## config.mk

```make
export PLATFORM = sky130hd
export DESIGN_NAME = clkcfg_i2c_slave
export DESIGN_NICKNAME = d
export VERILOG_FILES = /design/src/rtl/clkcfg_pkg.sv /design/src/rtl/clkcfg_bus_sync.sv /design/src/rtl/clkcfg_regbank.sv /design/src/rtl/clkcfg_link.sv /design/src/rtl/clkcfg_i2c_slave.sv
export SDC_FILE = /design/constraint.sdc
export NUM_CORES = 1
export LEC_CHECK = 0
export BUFFER_PORTS_ARGS = -buffer_cell sky130_fd_sc_hd__buf_2
export CAP_MARGIN = 30
export CORE_MARGIN = 4
export CORE_UTILIZATION = 45
export DETAILED_ROUTE_END_ITERATION = 10
export PLACE_DENSITY = 0.63
export SYNTH_ARGS = -nofsm -noshare
export SYNTH_HDL_FRONTEND = slang
export SYNTH_SLANG_ARGS = --single-unit
```

## constraint.sdc

```tcl
create_clock -name clk -period 1.8 [get_ports clk]
set_input_delay 0.18 -clock clk [delete_from_list [all_inputs] [get_ports clk]]
set_output_delay 0.18 -clock clk [all_outputs]
set_load 0.005 [all_outputs]
```

## src/rtl/clkcfg_pkg.sv

```systemverilog
package clkcfg_pkg;
  typedef enum logic [2:0] {
    LS_IDLE,
    LS_RX,
    LS_RACK,
    LS_TX,
    LS_TACK
  } link_state_t;

  typedef enum logic [1:0] {
    BK_ADDR,
    BK_CMD,
    BK_CNT,
    BK_DATA
  } byte_kind_t;
endpackage

```

## src/rtl/clkcfg_bus_sync.sv

```systemverilog
module clkcfg_bus_sync #(
  parameter int STAGES = 2
) (
  input  logic clk,
  input  logic rst_n,
  input  logic scl_i,
  input  logic sda_i,
  output logic scl_s,
  output logic sda_s,
  output logic scl_rise,
  output logic scl_fall,
  output logic start_det,
  output logic stop_det
);
  logic [STAGES-1:0] scl_pipe, sda_pipe;
  logic              scl_q, sda_q;

  always_ff @(posedge clk or negedge rst_n) begin
    if (!rst_n) begin
      scl_pipe <= '1;
      sda_pipe <= '1;
      scl_q    <= 1'b1;
      sda_q    <= 1'b1;
    end else begin
      scl_pipe <= {scl_pipe[STAGES-2:0], scl_i};
      sda_pipe <= {sda_pipe[STAGES-2:0], sda_i};
      scl_q    <= scl_pipe[STAGES-1];
      sda_q    <= sda_pipe[STAGES-1];
    end
  end

  assign scl_s     = scl_pipe[STAGES-1];
  assign sda_s     = sda_pipe[STAGES-1];
  assign scl_rise  = scl_s & ~scl_q;
  assign scl_fall  = ~scl_s & scl_q;
  // SDA moves while SCL holds high on both samples
  assign start_det = scl_s & scl_q & sda_q & ~sda_s;
  assign stop_det  = scl_s & scl_q & ~sda_q & sda_s;
endmodule

```

## src/rtl/clkcfg_regbank.sv

```systemverilog
module clkcfg_regbank #(
  parameter int NBYTES = 3,
  parameter int PW     = 2
) (
  input  logic                rst_n,
  input  logic                clk,
  input  logic                wr_en,
  input  logic [PW-1:0]       wr_addr,
  input  logic [7:0]          wr_data,
  input  logic [PW-1:0]       rd_addr,
  output logic [7:0]          rd_data,
  output logic [NBYTES*8-1:0] cfg_o
);
  for (genvar g = 0; g < NBYTES; g++) begin : g_byte
    logic [7:0] q;
    always_ff @(posedge clk or negedge rst_n) begin
      if (!rst_n)                               q <= 8'hFF;
      else if (wr_en && wr_addr == PW'(g))      q <= wr_data;
    end
    assign cfg_o[g*8 +: 8] = q;
  end

  always_comb begin
    rd_data = 8'hFF;
    for (int i = 0; i < NBYTES; i++) begin
      if (rd_addr == PW'(i)) rd_data = cfg_o[i*8 +: 8];
    end
  end
endmodule

```

## src/rtl/clkcfg_link.sv

```systemverilog
module clkcfg_link
  import clkcfg_pkg::*;
#(
  parameter int         NBYTES = 3,
  parameter int         PW     = 2,
  parameter logic [6:0] ADDR   = 7'b1101001
) (
  input  logic          clk,
  input  logic          rst_n,
  input  logic          sda_s,
  input  logic          scl_rise,
  input  logic          scl_fall,
  input  logic          start_det,
  input  logic          stop_det,
  input  logic [7:0]    rd_data,
  output logic [PW-1:0] rd_addr,
  output logic          wr_en,
  output logic [PW-1:0] wr_addr,
  output logic [7:0]    wr_data,
  output logic          sda_pull
);
  localparam logic [PW-1:0] LAST = PW'(NBYTES);

  link_state_t   state;
  byte_kind_t    kind;
  logic [3:0]    bitcnt;
  logic [7:0]    shreg;
  logic [7:0]    tx_sh;
  logic          rw;
  logic          nack;
  logic [PW-1:0] ptr;

  assign rd_addr = ptr;

  always_ff @(posedge clk or negedge rst_n) begin
    if (!rst_n) begin
      state    <= LS_IDLE;
      kind     <= BK_ADDR;
      bitcnt   <= '0;
      shreg    <= '0;
      tx_sh    <= '0;
      rw       <= 1'b0;
      nack     <= 1'b0;
      ptr      <= '0;
      sda_pull <= 1'b0;
      wr_en    <= 1'b0;
      wr_addr  <= '0;
      wr_data  <= '0;
    end else begin
      wr_en <= 1'b0;
      if (start_det) begin
        state    <= LS_RX;
        kind     <= BK_ADDR;
        bitcnt   <= '0;
        ptr      <= '0;
        sda_pull <= 1'b0;
      end else if (stop_det) begin
        state    <= LS_IDLE;
        sda_pull <= 1'b0;
      end else begin
        unique case (state)
          LS_IDLE: ;
          LS_RX: begin
            if (scl_rise && bitcnt != 4'd8) begin
              shreg  <= {shreg[6:0], sda_s};
              bitcnt <= bitcnt + 4'd1;
            end else if (scl_fall && bitcnt == 4'd8) begin
              unique case (kind)
                BK_ADDR: begin
                  if (shreg[7:1] == ADDR) begin
                    rw       <= shreg[0];
                    kind     <= BK_CMD;
                    state    <= LS_RACK;
                    sda_pull <= 1'b1;
                  end else begin
                    state <= LS_IDLE;
                  end
                end
                BK_CMD: begin
                  kind     <= BK_CNT;
                  state    <= LS_RACK;
                  sda_pull <= 1'b1;
                end
                BK_CNT: begin
                  kind     <= BK_DATA;
                  state    <= LS_RACK;
                  sda_pull <= 1'b1;
                end
                BK_DATA: begin
                  state    <= LS_RACK;
                  sda_pull <= 1'b1;
                  wr_en    <= (ptr < LAST);
                  wr_addr  <= ptr;
                  wr_data  <= shreg;
                  if (ptr < LAST) ptr <= ptr + 1'b1;
                end
              endcase
            end
          end
          LS_RACK: begin
            if (scl_fall) begin
              bitcnt <= '0;
              if (rw) begin
                state    <= LS_TX;
                tx_sh    <= rd_data;
                sda_pull <= ~rd_data[7];
                if (ptr < LAST) ptr <= ptr + 1'b1;
              end else begin
                state    <= LS_RX;
                sda_pull <= 1'b0;
              end
            end
          end
          LS_TX: begin
            if (scl_fall) begin
              if (bitcnt == 4'd7) begin
                state    <= LS_TACK;
                sda_pull <= 1'b0;
              end else begin
                tx_sh    <= {tx_sh[6:0], 1'b0};
                sda_pull <= ~tx_sh[6];
                bitcnt   <= bitcnt + 4'd1;
              end
            end
          end
          LS_TACK: begin
            if (scl_rise) nack <= sda_s;
            if (scl_fall) begin
              bitcnt <= '0;
              if (nack) begin
                state <= LS_IDLE;
              end else begin
                state    <= LS_TX;
                tx_sh    <= rd_data;
                sda_pull <= ~rd_data[7];
                if (ptr < LAST) ptr <= ptr + 1'b1;
              end
            end
          end
          default: state <= LS_IDLE;
        endcase
      end
    end
  end
endmodule

```

## src/rtl/clkcfg_i2c_slave.sv

```systemverilog
module clkcfg_i2c_slave #(
  parameter int         NBYTES      = 3,
  parameter int         SYNC_STAGES = 2,
  parameter logic [6:0] ADDR        = 7'b1101001
) (
  input  logic                clk,
  input  logic                rst_n,
  input  logic                scl_i,
  input  logic                sda_i,
  output logic                sda_oe_o,
  output logic [NBYTES*8-1:0] cfg_o
);
  localparam int PW = $clog2(NBYTES + 1);

  logic          scl_s, sda_s, scl_rise, scl_fall, start_det, stop_det;
  logic          wr_en;
  logic [PW-1:0] wr_addr, rd_addr;
  logic [7:0]    wr_data, rd_data;

  clkcfg_bus_sync #(.STAGES(SYNC_STAGES)) u_sync (
    .clk(clk), .rst_n(rst_n), .scl_i(scl_i), .sda_i(sda_i),
    .scl_s(scl_s), .sda_s(sda_s), .scl_rise(scl_rise), .scl_fall(scl_fall),
    .start_det(start_det), .stop_det(stop_det)
  );

  clkcfg_link #(.NBYTES(NBYTES), .PW(PW), .ADDR(ADDR)) u_link (
    .clk(clk), .rst_n(rst_n), .sda_s(sda_s), .scl_rise(scl_rise),
    .scl_fall(scl_fall), .start_det(start_det), .stop_det(stop_det),
    .rd_data(rd_data), .rd_addr(rd_addr), .wr_en(wr_en), .wr_addr(wr_addr),
    .wr_data(wr_data), .sda_pull(sda_oe_o)
  );

  clkcfg_regbank #(.NBYTES(NBYTES), .PW(PW)) u_bank (
    .rst_n(rst_n), .clk(clk), .wr_en(wr_en), .wr_addr(wr_addr),
    .wr_data(wr_data), .rd_addr(rd_addr), .rd_data(rd_data), .cfg_o(cfg_o)
  );
endmodule

```

Word level (Yosys, flattened, before mapping) --
Index checks and enable logic that the tools add are counted.
Word-level totals: word-level logic and storage cells 177, output and inout bits 25, input bits 4, register bits 70
Cells by class: bitwise logic cells 16, mux-type cells 67, reduce and logical (&&, ||, !) cells 28, magnitude comparators 1, equal/unequal tests 44, $add $sub $neg 2
Operators with widths (count):
- $mux W7 | 6
- $mux W2 | 19
- $mux W3 | 8
- $mux W4 | 6
- $mux W8 | 3
- $ne A3 B2 Y1 const B | 8
- $pmux W7 S3 | 1
- $ne A4 B3 Y1 const B | 5
- $reduce_and A6 Y1 | 3
- $reduce_and A9 Y1 | 2
- $mux W1 | 17
- $pmux W3 S5 | 1
- $reduce_and A7 Y1 | 2
- $ne A3 B3 Y1 const B | 4
- $ne A4 B4 Y1 const B | 3
- $pmux W2 S3 | 2
- $pmux W4 S3 | 1
- $reduce_bool A4 Y1 | 3
- $not A1 Y1 | 9
- $eq A2 B2 Y1 const B | 4
- $ne A2 B1 Y1 const B | 4
- $ne A2 B2 Y1 const B | 4
- $reduce_and A4 Y1 | 2
- $reduce_and A8 Y1 | 1
- other kinds (24) | 40

Logic depth before layout (Yosys ltp) --
Gate-level depths: netlist (run 1).
depth after elaboration 10, depth in mapped cells 8, gate-level depth less buffers 7

By module --
Synthesis (run 1) repeated with hierarchy kept, for this count alone.
Unflattened totals: cells, all modules 285, area, all modules 3549.7 µm²
Modules (own cells, without submodules):
- clkcfg_link | area each 2237.1 µm², cells an instance 204, sequential area each 1001.0 µm², instances 1
- clkcfg_regbank | area each 1122.3 µm², cells an instance 71, sequential area each 630.6 µm², instances 1
- clkcfg_bus_sync | area each 190.2 µm², cells an instance 10, sequential area each 157.7 µm², instances 1

Worst setup path before layout (run 1) --
No wires, ideal clock.
path kind reg-to-reg, start point register u_link.bitcnt[0], end point register u_link.ptr[0] (netlist: u_link.rd_addr[0]), arrival 1.684 ns, setup time 0.125 ns, data required time 1.675 ns, path slack -0.009 ns, period minus slack after synthesis 1.809 ns, cell stages (with the launch flop) 8, cells stage by stage dfrtp_1 > inv_1 > ha_1 > nand3b_4 > or3_1 > a221oi_2 > o21ai_1 > mux2_4
On the way: word-level cells in the longest chain between the ends 4
Ends and longest elaborated chain:
- start: declaration | line clkcfg_link.sv:26 | logic [3:0] bitcnt;
- start signal: assignment | line clkcfg_link.sv:66 | bitcnt <= bitcnt + 4'd1;
- start signal: assignment | line clkcfg_link.sv:122 | bitcnt <= bitcnt + 4'd1;
- $ne A4 B4 Y1 or $eq A4 B4 Y1 (tied branches) | line clkcfg_link.sv:64, clkcfg_link.sv:67
- $logic_and A1 B1 Y1, on equally long branches | line clkcfg_link.sv:64, clkcfg_link.sv:67
- $ne A3 B3 Y1 (no line) or $ne A3 B2 Y1 (tied branches)
- $reduce_and A9 Y1 (no line) (*)
- end signal: assignment | line clkcfg_link.sv:95 | if (ptr < LAST) ptr <= ptr + 1'b1;
- end signal: assignment | line clkcfg_link.sv:107 | if (ptr < LAST) ptr <= ptr + 1'b1;
- end signal: assignment | line clkcfg_link.sv:136 | if (ptr < LAST) ptr <= ptr + 1'b1;
- end: declaration | line clkcfg_link.sv:31 | logic [PW-1:0] ptr;
Every way passes the cells marked *; elsewhere a longest branch is shown, timed or not. A chain may end at the register's enable or synchronous reset.

Worst setup path in the final report (run 1) --
start point register u_sync.scl_q, end point register u_link.ptr[0] (netlist: u_link.rd_addr[0])
On the way: word-level cells in the longest chain between the ends 5
Ends and longest elaborated chain:
- start: declaration | line clkcfg_bus_sync.sv:16 | logic scl_q, sda_q;
- start signal: assignment | line clkcfg_bus_sync.sv:27 | scl_q <= scl_pipe[STAGES-1];
- $and A1 B1 Y1 or $not A1 Y1 (tied branches) | line clkcfg_bus_sync.sv:37, clkcfg_bus_sync.sv:38, clkcfg_bus_sync.sv:34
- $and A1 B1 Y1, on equally long branches | line clkcfg_bus_sync.sv:37, clkcfg_bus_sync.sv:34, clkcfg_bus_sync.sv:38
- $and A1 B1 Y1, or another cell as far along | line clkcfg_bus_sync.sv:37 | assign start_det = scl_s & scl_q & sda_q & ~sda_s;
- $ne A3 B2 Y1 (no line), or another cell as far along
- $reduce_and A9 Y1 (no line)
Parallel ways exist; a longest one is shown, timed or not.

==> results of run 1 <==
==> routing by layer <==
metal | track usage [%] | part of all wire, % | vias to the layer above
li1 | - | - | 1247
met4 | 6.803 | 1.2 | 0
met3 | 3.159 | 4.2 | 8
met1 | 24.27 | 48 | 1311
met2 | 25.21 | 47 | 55
met5 | 0 | 0 | -
==> timing repair <==
action	in CTS	in global routing
hold buffers	3	0
gates resized for setup	3	24
endpoints found under the hold margin	42	0
endpoints found under the setup margin	5	30
pin swaps	0	5
buffers inserted	0	6
==> cells by family after synthesis <==
logic type | share of synthesized area, %
adder cells (fa/ha/maj) | 3.853
AND/OR/NAND/NOR | 13.91
buffers and inverters | 3.537
flip-flops | 50.09
AO/OA/AOI/OAI | 13.49
multiplexers | 15.13
==> sequential cells by signal, indices dropped and copies added (netlist names), 2 cells and up <==
register	flops
u_link.bitcnt	4
u_link.rd_addr	2
u_link.wr_addr	2
u_link.shreg	8
u_sync.sda_pipe	2
u_bank.g_byte.q	24
u_link.kind	2
u_link.tx_sh	7
u_sync.scl_pipe	2
u_link.wr_data	8
u_link.state	3
==> worst max path at each step <==
stage / startpoint / to / slack (ns) / depth (start not counted)
detailed placement: u_link.rd_addr[1] / u_link.tx_sh[6] / -0.03 / 7
finish: u_sync.scl_q / u_link.rd_addr[0] / -0.03 / 5
floorplan: u_link.bitcnt[0] / u_link.rd_addr[0] / 0.02 / 7
global route: u_link.bitcnt[0] / u_link.rd_addr[0] / -0.09 / 7
CTS: u_link.bitcnt[0] / u_link.rd_addr[0] / -0.03 / 7
global placement: u_link.state[2] / u_link.tx_sh[6] / -0.03 / 6
==> cell type report <==
class                           count  area, µm²  area share [%]
Clock inverter                      6      68.82           1.547
Inverter                           16      60.06           1.350
Clock buffer                       10      137.6           3.093
Multi-Input combinational cell    208       1733           38.95
Tap cell                          102      127.6           2.868
Timing Repair Buffer               74      529.3           11.90
Sequential cell                    70       1793           40.30
==> Yosys cell counts (all sizes together) (9+ instances only) <==
library cell / instances / area share, %
nor2: 30 / 3.2
nand2b: 9 / 1.8
dfrtp: 40 / 28
inv: 16 / 1.7
a21oi: 15 / 2.1
mux2: 45 / 14
ha: 11 / 3.9
a221oi: 9 / 2.4
nand2: 9 / 0.95
dfstp: 30 / 22
==> power groups by stage <==
stage               combinational [W]  clock [W]  sequential, W
finish                       0.000887    0.00130        0.00169
global route                 0.000979    0.00141        0.00170
CTS                          0.000861    0.00134        0.00169
detailed placement           0.000842          0        0.00171
global placement             0.000822          0        0.00171
floorplan                    0.000522          0        0.00171
==> stage by stage <==
step	util [%]	setup TNS, ns
finish	57.58	-0.02840
global route	57.58	-0.9737
CTS	56.02	-0.03454
detailed placement	52.88	-0.07652
global placement	52.88	-0.03411
floorplan	-	0
==> out/qor.yml, run 1 <==
floorplanning:
  die_w_um: 97.10
  initial_utilization_pct: 46.23
  die_h_um: 97.10
  num_rows: 32
  ios: 29
  core_area_um2: 7727
  dieArea_um2: 9427
timing:
  final_hold_viol_count: 0
  max-slew-margin-rel_pct: 66.82
  drv_slew: 0
  setup_viol: 1
  period_minus_slack_ns: 1.828
  tightest_slew_ns: 0.4962
  grt_setup_unrepaired: "true"
  setup_ws_ns: -0.02840
  fin_skew_ns: 0.01274
  fmax_mhz: 546.9
  period_share_pct: 101.6
  hold_ws_ns: 0.3574
layout:
  final_area_um2: 4449
  nFillCells: 659
  nNetsFinal: 394
  final_cell_mix: "buf_4, dfrtp_1, mux2_2"
  drive_gt1_share_pct: 47.92
  syn_to_final_growth_pct: 24.55
  insertedDiodeCount: 0
  final_common_cell: "buf_4"
  final_cells: 486
critical_path:
  crit_buf_inv: 0
  critPathLaunchType: "register"
  setup.worst_path.class: "register to register"
  r2r-start: "u_sync.scl_q"
  crit_chain: "nand2b_4, or3_4, a221oi_2, o21ai_1, mux2_4"
  crit-reg2reg-capture: "u_link.rd_addr[0]"
  rrSetupSlack_ns: -0.03
  rr_worst_depth: 5
  slowest_delay_ns: 0.59
  cp.required_ns: 2.03
  slowest_stage: "dfstp_2"
  path_delay_family: "flip-flops"
  worstPathArrival_ns: 2.05
  endpoint_kind: "register"
  cp_max_fo: 8
synthesis:
  ys_seq_area_share_pct: 50.09
  netlist_area_um2: 3572
  syn_area_per_cell_um2: 11.67
  async_reset_ff_share_pct: 100.0
  syn_inst: 306
  synth-edff-count: 0
  syn_nets: 321
  ys_warn_count: 0
  ys_types: 55
  synth_ff_type: "dfrtp_1"
  synth-seq-cells: 70
pwr:
  pwr-share-seq_pct: 43.6
  p_int_w: 0.002754
  finalPower_w: 0.003877
  combinationalPowerShare_pct: 22.9
  power.switching_w: 0.001123
  p_leak_nw: 2.140
  max-vdd-ir-drop_v: 0.0004658
  pwr-share-clk_pct: 33.5
  switching_share_pct: 28.96
  power_density_nw_per_um2: 871.4
grt:
  antenna_found_initial: 0
  grt_first_pass_wirelength_um: 12920
  gr-total-overflow: 0
  grt_max_degree: 71
  grtUsageTotal_pct: 16.91
  grt_pass1_vias: 2552
detailed_routing:
  ant_nets: 0
  vias_per_cell: 5.393
  first_pass_iters: 4
  dr.first_iter.drc_count: 135
  vias: 2621
  wl_per_cell_um: 16.09
  drc: 0
  totalWireLength_um: 7818
clock_network:
  cts_sinks: 70
  clockBufferDepth: 2
  insertion_delay_ns: 0.34
  cts.clk_slew.worst_paths_ns: 0.07
  numCtsBuffers: 9
  cts_max_level: 3
  root_buffer: "clkbuf_8"
  cts_tree: "done"
placement:
  dp.cells: 462
  gp_congestion: 0.8793
  post-place-ws_ns: -0.03342
  hpwlAfterDp_um: 5565
  dpl-instance-area_um2: 4086
  io_buffers: 28
worst_hold_path:
  hp-class: "register to register"
  hold_start: "u_sync.sda_pipe[0]"
  min_to: "u_sync.sda_pipe[1]"
  hold_depth: 0
job:
  cap_viol_max_count: 0
status:
  status: "finished with violations"
  violations: "setup timing"
No activity file was read; power rests on OpenSTA's default activity.
==> run 2, diff against run 1 <==
CORE_ASPECT_RATIO = 1.2   (was unset)
TNS_END_PERCENT = 5   (was unset)
==> out/qor.yml, run 2 (synthesis gave the netlist of run 1 again) <==
status:
  status: "finished with violations"
  violations: "setup timing"
clock_network:
  numCtsBuffers: 9  # unchanged
  clockBufferDepth: 2  # unchanged
  insertion_delay_ns: 0.34  # about the same
  cts_tree: "done"
  root_buffer: "clkbuf_8"
  cts_max_level: 3  # unchanged
  cts.clk_slew.worst_paths_ns: 0.09  # +0.02 ns
  cts_sinks: 70  # unchanged
critical_path:
  endpoint_kind: "register"
  path_delay_family: "simple AND/OR/NAND/NOR gates"
  critPathLaunchType: "register"
  crit_buf_inv: 1  # +1
  cp.required_ns: 2.02  # about the same
  r2r-start: "u_link.bitcnt[0]"
  worstPathArrival_ns: 2.09  # +0.04 ns
  setup.worst_path.class: "register to register"
  rrSetupSlack_ns: -0.07  # -0.04 ns
  cp_max_fo: 4  # -4
  crit_chain: "inv_1, ha_2, nand3b_4, or3_1, a221oi_2, o21ai_1, mux2_4"
  slowest_delay_ns: 0.41  # -0.18 ns
  slowest_stage: "dfrtp_1"
  rr_worst_depth: 7  # +2
  crit-reg2reg-capture: "u_link.rd_addr[0]"
detailed_routing:
  vias_per_cell: 5.495  # +1.9%
  totalWireLength_um: 7596  # -2.8%
  vias: 2566  # -2.1%
  wl_per_cell_um: 16.27  # +1.1%
  first_pass_iters: 4  # unchanged
  ant_nets: 0  # unchanged
  dr.first_iter.drc_count: 147  # +8.9%
  drc: 0  # unchanged
grt:
  antenna_found_initial: 0  # unchanged
  gr-total-overflow: 0  # unchanged
  grtUsageTotal_pct: 17.79  # +0.89 points
  grt_pass1_vias: 2548  # -0.16%
  grt_first_pass_wirelength_um: 12900  # -0.15%
  grt_max_degree: 53  # -25%
layout:
  nFillCells: 664  # +0.76%
  multiInputGateArea_um2: 1693  # -2.3%
  regMostFlops: "u_bank.g_byte.q"
  insertedDiodeCount: 0  # unchanged
  syn_to_final_growth_pct: 20.88
  nNetsFinal: 385  # -2.3%
  reg_top3: "u_bank.g_byte.q x24, u_link.shreg x8, u_link.wr_data x8"
  final_cell_mix: "dfrtp_1, mux2_2, dfstp_2"
  final_core_util_pct: 56.02  # -1.6 points
  seq_area_um2: 1792  # about the same
  largest_register_ffs: 24  # unchanged
  final_common_cell: "dfrtp_1"
  drive_gt1_share_pct: 43.73  # -4.2 points
  final_cells: 467  # -3.9%
timing:
  setup_viol: 1  # unchanged
  drv_slew: 0  # unchanged
  fmax_mhz: 536.0  # -2.0%
  fin_skew_ns: 0.01663  # +0.003886 ns
  max-slew-margin-rel_pct: 64.31  # -2.5 points
  period_minus_slack_ns: 1.866  # +0.03725 ns
  period_share_pct: 103.6  # +2.1 points
  setup_ws_ns: -0.06565  # -0.03725 ns
  hold_ws_ns: 0.3002  # -0.05712 ns
  final_hold_viol_count: 0  # unchanged
  grt_setup_unrepaired: "true"
  tightest_slew_ns: 0.5338  # +0.03765 ns
floorplanning:
  ios: 29  # unchanged
  die_h_um: 105.6  # +8.8%
  dieArea_um2: 9434  # about the same
  num_rows: 35  # +9.4%
  initial_utilization_pct: 46.35  # +0.12 points
  core_area_um2: 7707  # -0.26%
  die_w_um: 89.34  # -8.0%
placement:
  hpwlAfterDp_um: 5523  # -0.75%
  dp.cells: 448  # -3.0%
  io_buffers: 28  # unchanged
  gp_congestion: 0.8494  # -3.4%
  post-place-ws_ns: -0.04199  # -0.008567 ns
pwr:
  max-vdd-ir-drop_v: 0.0004219  # -9.4%
  pwr-share-clk_pct: 29.8  # -3.7 points
  combinationalPowerShare_pct: 23.8  # +0.9 points
  pwr-share-seq_pct: 46.3  # +2.7 points
  p_leak_nw: 2.070  # -3.3%
  switching_share_pct: 30.22  # +1.3 points
  power.switching_w: 0.001108  # -1.3%
  power_density_nw_per_um2: 849.2  # -2.5%
  p_int_w: 0.002559  # -7.1%
job:
  cap_viol_max_count: 0  # unchanged
worst_hold_path:
  hp-class: "input port to async pin"
## run 2: timing repair
item	in CTS	in global routing
resized for setup	2	10
setup endpoints to repair	9	29
pin swaps	0	1
hold buffers	3	0
gates cloned	0	0
buffers inserted	0	0
hold endpoints to repair	6	0
## run 2: metal layers
metal / track usage [%] / wire (µm)
met2: 26.08 / 3621
met5: 0 / 0
met1: 26.35 / 3710
met4: 6.702 / 55
met3: 2.658 / 209
## run 2: how the worst max path moves through the flow
stage | cells after the start | end | start | slack [ns]
finish | 7 | u_link.rd_addr[0] | u_link.bitcnt[0] | -0.07
global route | 7 | u_link.rd_addr[0] | u_link.bitcnt[0] | -0.16
CTS | 7 | u_link.rd_addr[0] | u_link.bitcnt[0] | -0.05
detailed placement | 7 | u_link.rd_addr[0] | u_link.bitcnt[0] | -0.04
global placement | 6 | u_link.shreg[6] | u_link.state[1] | -0.005
floorplan | 7 | u_link.rd_addr[0] | u_link.bitcnt[0] | 0.02
## run 2: cell type report
type / count / share of cell area [%]
flip-flops and latches: 70 / 41.50
clock inverters: 6 / 0.8983
clock buffers: 10 / 2.956
repair buffers: 65 / 11.39
well taps: 92 / 2.666
multi-input cells: 208 / 39.21
inverters: 16 / 1.391
## run 2: through the flow
| step | total power [W] | cell area [µm²] | TNS [ns] |
|---|---|---|---|
| after global routing | 0.003891 | 4318 | -1.463 |
| after global placement | 0.002558 | 4081 | -0.007778 |
| after detailed placement | 0.002566 | 4081 | -0.04199 |
| after floorplan | 0.002234 | 3575 | 0 |
| after CTS | 0.003698 | 4283 | -0.05190 |
| final | 0.003667 | 4318 | -0.06565 |
## run 2: power groups by stage
| stage | Sequential [W] | Clock (W) | Combinational, W |
|---|---|---|---|
| final | 0.00170 | 0.00109 | 0.000873 |
| after global routing | 0.00171 | 0.00121 | 0.000972 |
| after CTS | 0.00170 | 0.00115 | 0.000852 |
| after detailed placement | 0.00172 | 0 | 0.000842 |
| after global placement | 0.00172 | 0 | 0.000837 |
| after floorplan | 0.00171 | 0 | 0.000522 |
==> run 3, diff against run 2 <==
CORE_UTILIZATION = 50   (was 45)
PLACE_DENSITY = 0.69   (was 0.63)
==> out/qor.yml, run 3 (synthesis gave the netlist of run 1 again) <==
pwr:
  pwr-share-seq_pct: 42.1  # -4.2 points
  switching_share_pct: 31.26  # +1.0 points
  pwr-share-clk_pct: 32.4  # +2.6 points
  p_leak_nw: 2.100  # +1.5%
  combinationalPowerShare_pct: 25.5  # +1.7 points
  power.switching_w: 0.001251  # +13%
  max-vdd-ir-drop_v: 0.0006891  # +63%
  p_int_w: 0.002751  # +7.5%
  finalPower_w: 0.004002  # +9.1%
  power_density_nw_per_um2: 909.6  # +7.1%
timing:
  setup_viol: 2  # +1
  period_minus_slack_ns: 1.883  # +0.01735 ns
  final_hold_viol_count: 0  # unchanged
  fin_skew_ns: 0.01193  # -0.004694 ns
  drv_slew: 0  # unchanged
  tightest_slew_ns: 0.4803  # -0.05349 ns
  setup_ws_ns: -0.08301  # -0.01735 ns
  grt_setup_unrepaired: "true"
  max-slew-margin-rel_pct: 67.88  # +3.6 points
  setup_tns_ns: -0.1225  # -0.05683 ns
  fmax_mhz: 531.1  # -0.92%
  period_share_pct: 104.6  # +0.96 points
layout:
  nNetsFinal: 389  # +1.0%
  final_core_util_pct: 63.80  # +7.8 points
  syn_to_final_growth_pct: 23.15
  final_cells: 466  # -0.21%
  insertedDiodeCount: 0  # unchanged
  final_common_cell: "dfrtp_1"
  largest_register_ffs: 24  # unchanged
  nFillCells: 574  # -14%
  drive_gt1_share_pct: 45.91  # +2.2 points
  reg_top3: "u_bank.g_byte.q x24, u_link.shreg x8, u_link.wr_data x8"
  final_area_um2: 4399  # +1.9%
  final_cell_mix: "dfrtp_1, mux2_2, buf_4"
  regMostFlops: "u_bank.g_byte.q"
placement:
  io_buffers: 28  # unchanged
  dp.cells: 446  # -0.45%
  hpwlAfterDp_um: 5700  # +3.2%
  dpl-instance-area_um2: 4085  # about the same
  gp_congestion: 0.8562  # +0.80%
floorplanning:
  die_h_um: 100.6  # -4.7%
  die_w_um: 85.16  # -4.7%
  core_area_um2: 6895  # -11%
  num_rows: 33  # -5.7%
  ios: 29  # unchanged
  initial_utilization_pct: 51.81  # +5.5 points
  dieArea_um2: 8566  # -9.2%
clock_network:
  cts.clk_slew.worst_paths_ns: 0.09  # about the same
  cts_sinks: 70  # unchanged
  clockBufferDepth: 2  # unchanged
  numCtsBuffers: 9  # unchanged
  insertion_delay_ns: 0.35  # about the same
  root_buffer: "clkbuf_8"
  cts_max_level: 3  # unchanged
  cts_tree: "done"
detailed_routing:
  ant_nets: 0  # unchanged
  dr.first_iter.drc_count: 166  # +13%
  wl_per_cell_um: 16.49  # +1.4%
  vias: 2631  # +2.5%
  first_pass_iters: 4  # unchanged
  vias_per_cell: 5.646  # +2.8%
  drc: 0  # unchanged
  totalWireLength_um: 7684  # +1.2%
status:
  violations: "setup timing"
  status: "finished with violations"
critical_path:
  crit_chain: "inv_1, ha_2, nand3b_4, or3_4, a221oi_4, o21ai_2, mux2_4"
  slowest_delay_ns: 0.40  # about the same
  rr_worst_depth: 7  # unchanged
  critPathLaunchType: "register"
  setup.worst_path.class: "register to register"
  slowest_stage: "dfrtp_1"
  worstPathArrival_ns: 2.12  # +0.03 ns
  cp_max_fo: 4  # unchanged
  cp.required_ns: 2.04  # +0.02 ns
  endpoint_kind: "register"
worst_hold_path:
  hp-class: "input port to async pin"
grt:
  grtUsageTotal_pct: 19.46  # +1.7 points
  gr-usage-met3_pct: 3.843  # +1.2 points
  gr-total-overflow: 0  # unchanged
  grt_use_met1_pct: 24.67  # -1.7 points
  grt_max_degree: 24  # -55%
  grt_pass1_vias: 2678  # +5.1%
  grt_first_pass_wirelength_um: 13000  # +0.74%
  busiest_layer: "met2"
  use_met2_pct: 31.88  # +5.8 points
  antenna_found_initial: 0  # unchanged
job:
  cap_viol_max_count: 0  # unchanged
==> run 3: path summary, 6_finish.rpt <==
kind	from	to	slack, ns
max in group asynchronous	rst_n	u_sync.sda_q	0.90
worst max-delay path	u_link.bitcnt[0]	u_link.rd_addr[0]	-0.08
worst min register to register	u_sync.scl_pipe[0]	u_sync.scl_pipe[1]	0.36
worst min-delay path	rst_n	u_link.tx_sh[3]	0.30
worst max register to register	u_link.bitcnt[0]	u_link.rd_addr[0]	-0.08
min in group clk	u_sync.scl_pipe[0]	u_sync.scl_pipe[1]	0.36
==> run 3: critical path, delay by kind of cell, from the launching register on <==
| family | cells | cell delay, ns |
|---|---|---|
| buf+inv | 1 | 0.07 |
| compound gates | 2 | 0.42 |
| flops | 1 | 0.40 |
| fa+ha+maj | 1 | 0.18 |
| simple gates | 2 | 0.45 |
| mux | 1 | 0.26 |
==> run 3: routing by layer <==
metal | up-vias | share of wire, %
li1 | 1246 | -
met1 | 1312 | 43
met2 | 59 | 51
met3 | 14 | 3.5
met4 | 0 | 2.4
met5 | - | 0
==> run 3: area by class of cell <==
| class | count | area [µm²] | share of cell area (%) |
|---|---|---|---|
| multi-input cells | 208 | 1734 | 39.42 |
| flip-flops and latches | 70 | 1790 | 40.70 |
| clock buffers | 9 | 123.9 | 2.816 |
| inverters | 16 | 60.06 | 1.365 |
| clock inverters | 7 | 76.32 | 1.735 |
| well taps | 87 | 108.9 | 2.474 |
| repair buffers | 69 | 505.5 | 11.49 |
==> run 3: per-stage QoR <==
stage                     hold slack (ns)  worst slack [ns]
after floorplan                   -0.1156           0.01923
after global placement             0.1476           0.01083
after detailed placement           0.1488          -0.04379
after CTS                          0.3061          -0.03140
after global routing               0.3058           -0.1666
final                              0.3006          -0.08301
==> run 3: what timing repair did <==
item                       4_1_cts  5_1_grt
hold endpoints to repair        14        0
setup endpoints to repair        6       21
hold buffers                     3        0
setup buffers                    1        0
gates resized for setup          2       14
pin swaps                        0        3
==> run 3: power by group through the flow <==
stage / clock network, W / registers (W) / logic, W
5_1_grt: 0.00140 / 0.00169 / 0.00110
3_3_place_gp: 0 / 0.00171 / 0.000904
3_5_place_dp: 0 / 0.00171 / 0.000925
2_1_floorplan: 0 / 0.00171 / 0.000522
4_1_cts: 0.00133 / 0.00168 / 0.000929
6_report: 0.00130 / 0.00168 / 0.00102
